**config.mk**
```make
export PLATFORM = sky130hd
export DESIGN_NAME = ratio_clock_bridge
export DESIGN_NICKNAME = d
export VERILOG_FILES = /design/src/rtl/rcb_pkg.sv /design/src/rtl/rcb_divider.sv /design/src/rtl/rcb_fifo.sv /design/src/rtl/ratio_clock_bridge.sv
export SDC_FILE = /design/constraint.sdc
export NUM_CORES = 1
export LEC_CHECK = 0
export BUFFER_PORTS_ARGS = -buffer_cell sky130_fd_sc_hd__buf_4
export CORE_MARGIN = 2
export CORE_UTILIZATION = 30
export DETAILED_ROUTE_END_ITERATION = 12
export GPL_TIMING_DRIVEN = 0
export PLACE_DENSITY = 0.58
export SLEW_MARGIN = 5
export SYNTH_ARGS = -nofsm -noshare
export SYNTH_HDL_FRONTEND = slang
export SYNTH_SLANG_ARGS = --single-unit
```
**constraint.sdc**
```tcl
create_clock -name clk_fast -period 2.5 [get_ports clk_fast]
set_input_delay 0.25 -clock clk_fast [delete_from_list [all_inputs] [get_ports clk_fast]]
set_output_delay 0.25 -clock clk_fast [all_outputs]
set_load 0.05 [all_outputs]
```
**src/rtl/rcb_pkg.sv**
```systemverilog
package rcb_pkg;
  typedef enum logic {
    XFER_FAST_TO_SLOW = 1'b0,
    XFER_SLOW_TO_FAST = 1'b1
  } xfer_dir_e;
endpackage

```
**src/rtl/rcb_divider.sv**
```systemverilog
module rcb_divider #(
  parameter int unsigned RATIO = 12
) (
  input  logic clk,
  input  logic rst,
  output logic slow_clk,
  output logic edge_next
);
  localparam int unsigned CNT_W    = (RATIO > 2) ? $clog2(RATIO) : 1;
  localparam int unsigned HIGH_LEN = RATIO / 2;
  localparam logic [CNT_W-1:0] LAST     = CNT_W'(RATIO - 1);
  localparam logic [CNT_W-1:0] HIGH_END = CNT_W'(HIGH_LEN);

  logic [CNT_W-1:0] cnt_q, cnt_d;
  logic             run_q, run_d;
  logic             wrap;

  // counter 0..RATIO-1; run flag keeps the slow clock low until the first wrap
  always_comb begin
    wrap  = (cnt_q == LAST);
    cnt_d = wrap ? '0 : cnt_q + CNT_W'(1);
    run_d = run_q | wrap;
  end

  always_ff @(posedge clk) begin
    if (rst) begin
      cnt_q     <= '0;
      run_q     <= 1'b0;
      slow_clk  <= 1'b0;
      edge_next <= 1'b0;
    end else begin
      cnt_q     <= cnt_d;
      run_q     <= run_d;
      slow_clk  <= run_d && (cnt_d < HIGH_END);
      edge_next <= (cnt_d == LAST);
    end
  end

  p_ready_single_r3: assert property (@(posedge clk) disable iff (rst)
    edge_next |=> !edge_next);
  p_ready_then_rise_r3: assert property (@(posedge clk) disable iff (rst)
    edge_next |=> slow_clk);
  p_rise_after_ready_r1: assert property (@(posedge clk) disable iff (rst)
    $rose(slow_clk) |-> $past(edge_next));
endmodule

```
**src/rtl/rcb_fifo.sv**
```systemverilog
module rcb_fifo #(
  parameter int unsigned DATA_W = 8,
  parameter int unsigned DEPTH  = 4
) (
  input  logic              clk,
  input  logic              rst,
  input  logic              push,
  input  logic [DATA_W-1:0] wdata,
  input  logic              pop,
  output logic [DATA_W-1:0] rdata,
  output logic              full,
  output logic              empty
);
  localparam int unsigned PTR_W = (DEPTH > 2) ? $clog2(DEPTH) : 1;
  localparam int unsigned USE_W = $clog2(DEPTH + 1);
  localparam logic [PTR_W-1:0] PTR_LAST = PTR_W'(DEPTH - 1);
  localparam logic [USE_W-1:0] USE_FULL = USE_W'(DEPTH);

  logic [DATA_W-1:0] mem [DEPTH];
  logic [PTR_W-1:0]  wr_ptr, rd_ptr;
  logic [USE_W-1:0]  used;

  always_comb begin
    full  = (used == USE_FULL);
    empty = (used == '0);
    rdata = mem[rd_ptr];
  end

  always_ff @(posedge clk) begin
    if (push) mem[wr_ptr] <= wdata;
  end

  always_ff @(posedge clk) begin
    if (rst) begin
      wr_ptr <= '0;
      rd_ptr <= '0;
      used   <= '0;
    end else begin
      if (push) wr_ptr <= (wr_ptr == PTR_LAST) ? '0 : wr_ptr + PTR_W'(1);
      if (pop)  rd_ptr <= (rd_ptr == PTR_LAST) ? '0 : rd_ptr + PTR_W'(1);
      case ({push, pop})
        2'b10:   used <= used + USE_W'(1);
        2'b01:   used <= used - USE_W'(1);
        default: used <= used;
      endcase
    end
  end

  p_no_overflow_r7: assert property (@(posedge clk) disable iff (rst)
    full |-> !push);
  p_no_underflow_r9: assert property (@(posedge clk) disable iff (rst)
    empty |-> !pop);
  p_full_holds_r8: assert property (@(posedge clk) disable iff (rst)
    (full && !pop) |=> full);
endmodule

```
**src/rtl/ratio_clock_bridge.sv**
```systemverilog
module ratio_clock_bridge #(
  parameter int unsigned        DIV_RATIO = 12,
  parameter int unsigned        DATA_W    = 8,
  parameter int unsigned        DEPTH     = 4,
  parameter rcb_pkg::xfer_dir_e DIRECTION = rcb_pkg::XFER_FAST_TO_SLOW
) (
  input  logic              clk_fast,
  input  logic              rst,
  output logic              clk_slow,
  output logic              slow_edge_next,
  input  logic              in_valid,
  output logic              in_ready,
  input  logic [DATA_W-1:0] in_data,
  output logic              out_valid,
  input  logic              out_ready,
  output logic [DATA_W-1:0] out_data
);
  logic full, empty, push, pop;

  rcb_divider #(.RATIO(DIV_RATIO)) u_div (
    .clk       (clk_fast),
    .rst       (rst),
    .slow_clk  (clk_slow),
    .edge_next (slow_edge_next)
  );

  // slow-domain logic runs on clk_fast, enabled in the flagged cycle
  always_comb begin
    in_ready  = slow_edge_next && !full;
    push      = in_valid && in_ready;
    out_valid = !empty;
  end

  generate
    if (DIRECTION == rcb_pkg::XFER_FAST_TO_SLOW) begin : g_to_slow
      always_comb pop = slow_edge_next && out_ready && !empty;

      p_out_only_at_edge_r5: assert property (@(posedge clk_fast) disable iff (rst)
        !$past(slow_edge_next) |-> ($stable(out_valid) && $stable(out_data)));
    end else begin : g_to_fast
      always_comb pop = out_ready && !empty;

      p_fill_at_edge_r10: assert property (@(posedge clk_fast) disable iff (rst)
        $rose(out_valid) |-> $past(slow_edge_next));
    end
  endgenerate

  rcb_fifo #(.DATA_W(DATA_W), .DEPTH(DEPTH)) u_fifo (
    .clk   (clk_fast),
    .rst   (rst),
    .push  (push),
    .wdata (in_data),
    .pop   (pop),
    .rdata (out_data),
    .full  (full),
    .empty (empty)
  );

  p_accept_at_edge_r4: assert property (@(posedge clk_fast) disable iff (rst)
    (in_valid && in_ready) |=> $rose(clk_slow));
endmodule

```
==> impl_metrics.py, run 1 <==
metrics = {
    "worst_setup_path": {
        "r2r_end": "u_fifo.used[2]",
        "critical_path_class": "flop to flop",
        "worst_r2r_path_depth": 9,
        "r2r_start": "u_fifo.used[0]",
        "worst_setup_path_end_kind": "flop",
        "ff2ff_setup_slack_ns": 0.43,
        "required_ns": 2.72,
        "start_kind": "flop",
        "crit_fanout": 7,
        "arrival_ns": 2.29,
    },
    "synth": {
        "synthMuxAreaShare": 0.113,
        "synth_ff_type": "edfxtp_1",
        "synth_cell_types": 32,
        "synth_edf_count": 32,
        "synth-xor-area-share": 0.00895,
        "synth-warning-count": 0,
        "async_flop_share": 0,
        "synth_top_family_by_area": "multiplexers",
        "syn_area_um2": 1960,
        "yosys.area_share.simple": 0.0895,
        "yosys.area_share.adder": 0.0614,
        "synthCells": 127,
        "yosysSeqAreaShare": 0.655,
        "avgSynthCellArea_um2": 15.4,
        "synth_compound_area_frac": 0.0505,
        "synth_nets": 148,
        "synth_seq_cells": 48,
    },
    "clock_network": {
        "clock_sinks": 48,
        "post-cts-setup-buffer-count": 0,
        "cts_inserted_buffers": 5,
        "path_clk_slew_ns": 0.09,
        "cts_tree": "done",
        "cts_hold_buf": 0,
        "clk_latency_ns": 0.30,
        "cts-resized-gates": 0,
        "cts_buffer_depth": 2,
        "htreeDepth": 2,
        "cts_root_buf": "clkbuf_8",
    },
    "min_path": {
        "min_path_cells": 1,
        "hold_path.startpoint": "in_data[0]",
        "hold_path_end": "u_fifo.mem[1][0]",
        "hp-class": "input pin to flop",
    },
    "die": {
        "start_util": 0.310,
        "die_h_um": 84.8,
        "die_area_um2": 7190,
        "core_area_um2": 6310,
        "die_width_um": 84.8,
        "rows": 29,
        "num_io_pins": 24,
    },
    "placement": {
        "dp_cells": 227,
        "globalplace.congestion": 0.833,
        "dpl.hpwl_um": 2390,
        "portBuffers": 23,
    },
    "grt": {
        "overflow": 0,
        "first_global_vias": 1213,
        "grt_pass1_wl_um": 5520,
        "grt.total_usage": 0.101,
        "antenna_found_initial": 0,
        "grt_max_degree": 16,
    },
    "final_layout": {
        "final_common_cell": "edfxtp_1",
        "nets": 178,
        "final_cell_mix": "32 x edfxtp_1, 23 x buf_4, 16 x dfxtp_1",
        "layoutNonFillerInstCount": 235,
        "areaGrowthSynthToFinish_pct": 19.9,
        "fillers": 623,
        "antenna_cells": 0,
        "drive_gt1_frac": 0.278,
    },
    "sta": {
        "finalHoldViolations": 0,
        "period_minus_slack_ns": 2.07,
        "fin_setup_tns_ns": 0,
        "worst_clock_skew_ns": 0.00726,
        "finalSetupViolations": 0,
        "max_freq_mhz": 484,
        "timing.final.crit_share": 0.827,
        "slew_headroom": 0.639,
        "drv_slew": 0,
        "rsz0062_at_grt": "no",
        "tightestPinTransition_ns": 0.541,
    },
    "power": {
        "pwr_density_cell_nw_per_um2": 625,
        "p_leak_uw": 0.000831,
        "ir_drop_v": 0.000244,
        "power.total_uw": 1470,
    },
    "routing": {
        "dr_total_vias": 1112,
        "first_pass_iters": 3,
        "finalWirelength_um": 3380,
        "drt_iter0_markers": 22,
        "final_antenna_net_count": 0,
        "wl_per_cell_um": 14.4,
        "drcViolationCount": 0,
        "vias_per_cell": 4.73,
    },
    "status": {
        "run_status": "finished, final reports clean",
    },
    "run": {
        "cap_violations": 0,
    },
}
==> registers in the layout, indices dropped and copies added (netlist names), named ones only <==
name and cells:
u_div.cnt_q 4, u_div.edge_next 1, u_div.run_q 1, u_div.slow_clk 1, u_fifo.mem 32, u_fifo.rd_ptr 2
u_fifo.used 3, u_fifo.wr_ptr 2
==> how the worst max path moves through the flow <==
stage	from	endpoint	slack [ns]	depth (start not counted)
2_1_floorplan	u_div.edge_next	u_fifo.used[2]	0.29	8
3_3_place_gp	u_fifo.used[0]	u_fifo.used[2]	0.53	9
3_5_place_dp	u_fifo.used[0]	u_fifo.used[2]	0.42	9
4_1_cts	u_fifo.used[0]	u_fifo.used[2]	0.42	9
5_1_grt	u_fifo.used[0]	u_fifo.used[2]	0.29	9
6_report	u_fifo.used[0]	u_fifo.used[2]	0.43	9
==> report_power, final <==
group          internal (µW)  total [µW]  switching [µW]  leakage (µW)
combinational           19.8        38.8            19.0      0.000353
sequential               848         853            5.12      0.000417
clock                    327         575             248     0.0000614
==> layer usage <==
metal / vias to the layer above / wire, µm / global-route usage
li1: 530 / - / -
met1: 551 / 1390 / 0.111
met2: 25 / 1800 / 0.182
met3: 6 / 132 / 0.0275
met4: 0 / 53 / 0.0433
met5: - / 0 / 0
==> area by class of cell <==
cell class / instances / area [µm²] / share of cell area
clock buffer: 6 / 82.6 / 0.0352
timing repair buffer: 23 / 173 / 0.0736
inverter: 8 / 30.0 / 0.0128
clock inverter: 2 / 38.8 / 0.0165
buffer: 3 / 12.5 / 0.00533
sequential: 48 / 1280 / 0.546
multi-input combinational: 68 / 633 / 0.270
tap: 77 / 96.3 / 0.0410
==> Yosys cell counts, drive strengths merged, types with 3 or more instances <==
| master | count | area (µm²) |
|---|---|---|
| inv | 8 | 30.0 |
| or3 | 3 | 20.0 |
| dfxtp | 16 | 320 |
| nor2 | 11 | 41.3 |
| and2 | 4 | 25.0 |
| nand2b | 3 | 18.8 |
| o21ai | 3 | 15.0 |
| ha | 8 | 100 |
| mux4 | 8 | 180 |
| mux2i | 3 | 30.0 |
| a21oi | 6 | 37.5 |
| edfxtp | 32 | 961 |
==> worst max-delay path, stage by stage, from the launching register on <==
cell and delay, ns:
dfxtp_1 0.36, nor2_1 0.19, a21oi_2 0.14, inv_1 0.08, ha_1 0.19, inv_1 0.06, fa_1 0.37, xor2_1 0.17
or3_1 0.31, a21oi_1 0.14
==> cell families after synthesis <==
| group | Yosys count |
|---|---|
| xor gates and xnor gates | 2 |
| muxes | 12 |
| and+or+nand+nor | 31 |
| buffers and inverters | 11 |
| adders and majority gates | 9 |
| AOI/OAI and AO/OA | 14 |
| DFF | 48 |
==> per-stage QoR <==
step	hold WS (ns)	area, µm²	utilization	setup WS [ns]
3_5_place_dp	0.454	2230	0.353	0.420
5_1_grt	0.137	2350	0.372	0.293
3_3_place_gp	0.440	2230	0.353	0.529
4_1_cts	0.137	2350	0.372	0.415
2_1_floorplan	0.349	1960	-	0.293
6_report	0.148	2350	0.372	0.432
(Power assumes the default switching activity.)
==> inputs of run 2 (changes only) <==
clock period = 2 ns   (was 2.5 ns; I/O delays follow)
==> run 2 against run 1 <==
Effect of this change:
- flip-flop and latch count stayed put
- clock-buffer cell count fell by 1
- critical path depth is 1 lower
- worst setup slack worse by 0.36 ns
- register-to-register slack lost 0.36 ns
- fmax rose by 7.4%
- combinational power grew 28%
- total power up 22%
==> impl_metrics.py, run 2 (same netlist as run 1, synthesis figures left out) <==
metrics = {
    "status": {
        "run_status": "finished, final reports clean",
    },
    "grt": {
        "grt.total_usage": 0.103,
        "first_global_vias": 1208,
        "grt_pass1_wl_um": 5660,
        "grt_max_degree": 16,
        "overflow": 0,
        "antenna_found_initial": 0,
    },
    "routing": {
        "first_pass_iters": 4,
        "vias_per_cell": 4.66,
        "wl_per_cell_um": 14.8,
        "drt_iter0_markers": 42,
        "drcViolationCount": 0,
        "finalWirelength_um": 3500,
        "dr_total_vias": 1104,
        "final_antenna_net_count": 0,
    },
    "die": {
        "core_area_um2": 6310,
        "num_io_pins": 24,
        "die_width_um": 84.8,
        "rows": 29,
        "start_util": 0.310,
        "die_h_um": 84.8,
        "die_area_um2": 7190,
    },
    "power": {
        "power.total_uw": 1790,
        "pwr_density_cell_nw_per_um2": 743,
        "p_seq_frac": 0.593,
        "p_int_uw": 1450,
        "power_switching_uw": 339,
        "power_frac_clock": 0.379,
        "pwr-share-comb": 0.028,
        "p_sw_frac": 0.190,
        "ir_drop_v": 0.000291,
        "p_leak_uw": 0.000846,
    },
    "clock_network": {
        "path_clk_slew_ns": 0.08,
        "cts_buffer_depth": 2,
        "htreeDepth": 2,
        "cts_tree": "done",
        "clock_sinks": 48,
        "cts_inserted_buffers": 5,
        "cts_root_buf": "clkbuf_8",
        "clk_latency_ns": 0.29,
    },
    "final_layout": {
        "areaGrowthSynthToFinish_pct": 23.1,
        "largest-register": "u_fifo.mem",
        "fillers": 615,
        "layoutNonFillerInstCount": 237,
        "nets": 180,
        "drive_gt1_frac": 0.338,
        "top_regs": "u_fifo.mem: 32 flops, u_div.cnt_q: 4 flops, u_fifo.used: 3 flops",
        "final_common_cell": "edfxtp_1",
        "largest_reg_flops": 32,
        "antenna_cells": 0,
        "final_cell_mix": "32 x edfxtp_1, 25 x buf_4, 12 x dfxtp_1",
    },
    "worst_setup_path": {
        "required_ns": 2.22,
        "critPathSlowestCell": "dfxtp_4",
        "crit_fanout": 6,
        "start_kind": "flop",
        "slowest_delay_ns": 0.40,
        "critical_path_class": "flop to flop",
        "arrival_ns": 2.15,
        "worst_setup_path_end_kind": "flop",
        "timing.critical_path.cells": "o311ai_4, inv_1, ha_4, inv_1, fa_2, xor2_1, or3_1, a21oi_2",
        "cpMostUsedCell": "inv_1",
    },
    "sta": {
        "slew_headroom": 0.631,
        "timing.final.crit_share": 0.963,
        "max_freq_mhz": 519,
        "finalSetupViolations": 0,
        "period_minus_slack_ns": 1.93,
        "drv_slew": 0,
        "finalHoldViolations": 0,
        "tightestPinTransition_ns": 0.553,
        "fin_setup_tns_ns": 0,
        "hold_ws_ns": 0.104,
        "worst_clock_skew_ns": 0.00317,
    },
    "placement": {
        "portBuffers": 23,
        "globalplace.congestion": 0.810,
        "dpl.hpwl_um": 2420,
        "dp_cells": 227,
    },
    "run": {
        "cap_violations": 0,
    },
    "min_path": {
        "hp-class": "input pin to flop",
    },
}
[run 2: per-stage QoR]
| stage | setup slack, ns | utilization | instance area, µm² |
|---|---|---|---|
| 2_1_floorplan | 0.0153 | - | 1960 |
| 3_3_place_gp | 0.0413 | 0.353 | 2230 |
| 3_5_place_dp | -0.0526 | 0.353 | 2230 |
| 4_1_cts | 0.000217 | 0.374 | 2360 |
| 5_1_grt | -0.0227 | 0.381 | 2410 |
| 6_report | 0.0745 | 0.381 | 2410 |
[run 2: path summary, 6_finish.rpt]
path	slack [ns]	to	cells past startpoint	start
worst max-delay path	0.07	u_fifo.used[2]	8	u_fifo.used[2]
worst min-delay path	0.10	u_fifo.mem[1][7]	1	in_data[7]
worst max register to register	0.07	u_fifo.used[2]	8	u_fifo.used[2]
worst min register to register	0.48	u_div.run_q	2	u_div.run_q
[run 2: layer usage]
| metal | wire length, µm | track usage | vias up |
|---|---|---|---|
| li1 | - | - | 533 |
| met4 | 25 | 0.0346 | 0 |
| met2 | 1860 | 0.183 | 30 |
| met1 | 1420 | 0.121 | 537 |
| met3 | 191 | 0.0295 | 4 |
| met5 | 0 | 0 | - |
[run 2: cell type report]
| type | count | area (µm²) | share of cell area |
|---|---|---|---|
| sequential | 48 | 1290 | 0.537 |
| multi-input combinational | 68 | 677 | 0.281 |
| timing repair buffer | 25 | 188 | 0.0779 |
| tap | 77 | 96.3 | 0.0400 |
| clock buffer | 5 | 68.8 | 0.0286 |
| clock inverter | 3 | 42.5 | 0.0177 |
| inverter | 8 | 30.0 | 0.0125 |
| buffer | 3 | 12.5 | 0.00519 |
[run 2: timing repair]
item,CTS,global route
hold buffers,0,0
resized for setup,8,7
buffers inserted,0,2
endpoints found under the setup margin,1,2
pin swaps,0,7
[run 2: worst max-delay path, delay by kind of cell, from the launching register on]
kind / cells / cell delay (ns)
adders and majority gates: 2 / 0.51
buffers and inverters: 2 / 0.17
DFF: 1 / 0.40
and+or+nand+nor: 1 / 0.39
xor gates and xnor gates: 1 / 0.16
AOI/OAI and AO/OA: 2 / 0.23
[run 2: power groups by stage]
stage               Sequential, µW  Combinational (µW)  Clock, µW
floorplan                     1090                19.4          0
global placement              1090                45.0          0
detailed placement            1090                49.6          0
CTS                           1060                49.7        702
global route                  1060                55.2        742
finish                        1060                49.5        678
==> inputs of run 3 (changes only) <==
ABC_AREA = 1   (was default)
==> run 3 against run 2 <==
Effect of this change:
- the run now ends with DRC left
- clock skew grew 0.0064 ns
- sequential power about the same
- sequential share of layout area is 0.72 points higher
- total power decreased by 6.7%
- clock power fell by 18%
- flip-flop and latch count is the same
- first-iteration DRC count up 67%
- area after synthesis increased by 2.4%
- fmax is 9.4% higher
- cell count is 22% higher
- critical endpoint unchanged
==> impl_metrics.py, run 3 <==
metrics = {
    "status": {
        "run_status": "complete, but fails checks",
        "violations": "DRC",
    },
    "synth": {
        "synth.top_cells.by_count": "34 x nor2_1, 32 x edfxtp_1, 24 x inv_1, 19 x nand2_1, 16 x dfxtp_1",
        "synth_top_area_share": 0.479,
        "synth_cell_types": 23,
        "yosysSeqAreaShare": 0.639,
        "synthCells": 183,
        "avgSynthCellArea_um2": 11.0,
        "yosys.cell_count.top_type": "nor2_1",
        "synth_nets": 204,
        "synth_edf_count": 32,
        "async_flop_share": 0,
        "syn_area_um2": 2000,
        "synth-warning-count": 0,
        "ys_top_cells_by_area": "edfxtp_1 48%, dfxtp_1 16%, nor2_1 6.4%, ha_1 5.0%, inv_1 4.5%",
        "synth_ff_type": "edfxtp_1",
        "synth_seq_cells": 48,
        "yosys.area.top_type": "edfxtp_1",
    },
    "die": {
        "die_area_um2": 7350,
        "rows": 29,
        "die_h_um": 85.7,
        "die_width_um": 85.7,
        "num_io_pins": 24,
        "core_area_um2": 6420,
        "start_util": 0.312,
    },
    "min_path": {
        "hold_path.startpoint": "rst",
        "hp-class": "input pin to flop",
        "min_path_cells": 2,
        "hold_path_end": "u_div.cnt_q[1]",
    },
    "worst_setup_path": {
        "worst_setup_path_end_kind": "flop",
        "r2r_end": "u_fifo.used[2]",
        "start_kind": "flop",
        "critical_path_class": "flop to flop",
        "arrival_ns": 1.96,
        "worst_r2r_path_depth": 12,
        "required_ns": 2.20,
        "ff2ff_setup_slack_ns": 0.24,
        "crit_fanout": 7,
        "r2r_start": "u_fifo.used[0]",
    },
    "final_layout": {
        "final_util": 0.367,
        "areaGrowthSynthToFinish_pct": 17.5,
        "top_regs": "u_fifo.mem: 32 flops, u_div.cnt_q: 4 flops, u_fifo.used: 3 flops",
        "antenna_cells": 0,
        "final_common_cell": "nor2_1",
        "drive_gt1_frac": 0.197,
        "layoutNonFillerInstCount": 290,
        "nets": 234,
        "final_cell_mix": "34 x nor2_1, 32 x edfxtp_1, 24 x inv_1",
        "largest_reg_flops": 32,
        "final_cell_area_um2": 2360,
        "largest-register": "u_fifo.mem",
    },
    "sta": {
        "timing.final.crit_share": 0.880,
        "period_minus_slack_ns": 1.76,
        "finalSetupViolations": 0,
        "max_freq_mhz": 568,
        "slew_headroom": 0.443,
        "rsz0062_at_grt": "no",
        "finalHoldViolations": 0,
        "fin_setup_tns_ns": 0,
        "worst_clock_skew_ns": 0.00959,
        "tightestPinTransition_ns": 0.832,
        "drv_slew": 0,
    },
    "grt": {
        "grt_pass1_wl_um": 5940,
        "grt.total_usage": 0.107,
        "overflow": 0,
        "first_global_vias": 1268,
        "grt_max_degree": 15,
        "antenna_found_initial": 0,
    },
    "power": {
        "p_leak_uw": 0.000942,
        "power_frac_clock": 0.334,
        "pwr_density_cell_nw_per_um2": 709,
        "power_switching_uw": 350,
        "p_int_uw": 1320,
        "p_sw_frac": 0.210,
        "pwr-share-comb": 0.028,
        "ir_drop_v": 0.000329,
        "p_seq_frac": 0.638,
    },
    "run": {
        "cap_violations": 0,
    },
    "routing": {
        "drcViolationCount": 2,
        "dr_total_vias": 1297,
        "finalWirelength_um": 3650,
        "drt_iter0_markers": 70,
        "first_pass_iters": 8,
        "final_antenna_net_count": 0,
        "wl_per_cell_um": 12.6,
        "vias_per_cell": 4.47,
    },
    "clock_network": {
        "clk_latency_ns": 0.30,
        "post-cts-setup-buffer-count": 0,
        "cts_root_buf": "clkbuf_8",
        "path_clk_slew_ns": 0.09,
        "cts_tree": "done",
        "cts_buffer_depth": 2,
        "clock_sinks": 48,
        "cts_inserted_buffers": 5,
        "htreeDepth": 2,
    },
    "placement": {
        "dpl.hpwl_um": 2430,
        "dp_cells": 283,
        "portBuffers": 23,
        "placed_cell_area_um2": 2270,
        "globalplace.congestion": 0.696,
    },
}
run 3: changes by cell type after synthesis, sizes merged, moves of 4 or more:
cell	delta
nor2	+24
nand2	+20
inv	+18
o21ai	+16
mux4	-8
o22ai	+8
nand3	+6
and2	-4
run 3: timing repair:
action	CTS	global route
resized for setup	0	1
endpoints found under the setup margin	0	1
hold buffers	0	0
run 3: worst max path at each step:
stage / from / endpoint / slack [ns] / depth (start not counted)
final: u_fifo.used[0] / u_fifo.used[2] / 0.24 / 12
after global routing: u_fifo.used[2] / u_fifo.used[2] / 0.08 / 13
after CTS: u_div.edge_next / u_fifo.used[2] / 0.19 / 13
after detailed placement: u_div.edge_next / u_fifo.used[2] / 0.21 / 13
after global placement: u_div.edge_next / u_fifo.used[2] / 0.24 / 13
after floorplan: u_div.edge_next / u_fifo.used[2] / 0.004 / 13
run 3: final cells by class:
type                       count  area, µm²
clock buffer                   5       68.8
sequential                    48       1280
clock inverter                 2       12.5
multi-input combinational    107        603
fill                         644       4070
buffer                         2       22.5
tap                           77       96.3
timing repair buffer          23        173
inverter                      26       97.6
run 3: critical path, cell delays in order, from the launching register on:
cell and delay (ns):
dfxtp_1 0.36, nor2_4 0.17, nand2_4 0.08, nand3_4 0.10
ha_1 0.18, inv_1 0.06, fa_1 0.38, inv_1 0.06
nand2_1 0.04, nand3_1 0.08, nand2_1 0.06, nand2_1 0.05
nor2_1 0.04
run 3: cell families after synthesis:
group | Yosys count | share of synthesized area
AOI/OAI and AO/OA | 31 | 0.0893
xor gates and xnor gates | 1 | 0.00437
adders and majority gates | 9 | 0.0599
DFF | 48 | 0.639
and+or+nand+nor | 66 | 0.147
buffers and inverters | 28 | 0.0599
run 3: metrics by stage:
| stage | power (µW) | worst slack (ns) | hold slack, ns |
|---|---|---|---|
| floorplan | 1110 | 0.00390 | 0.267 |
| global placement | 1130 | 0.244 | 0.395 |
| detailed placement | 1140 | 0.207 | 0.400 |
| CTS | 1690 | 0.187 | 0.0809 |
| global route | 1730 | 0.0750 | 0.0803 |
| finish | 1670 | 0.241 | 0.0869 |
run 3: routing by layer:
metal | GRT usage | part of all wire | up-vias
li1 | - | - | 669
met5 | 0 | 0 | -
met4 | 0.0346 | 0.011 | 0
met2 | 0.180 | 0.47 | 32
met3 | 0.0356 | 0.061 | 4
met1 | 0.131 | 0.45 | 592
run 3: power by group through the flow:
stage | registers [µW] | logic (µW) | clock network [µW]
CTS | 1070 | 47.8 | 572
floorplan | 1090 | 17.8 | 0
global route | 1070 | 54.4 | 609
finish | 1070 | 47.1 | 557
global placement | 1090 | 46.6 | 0
detailed placement | 1090 | 47.7 | 0
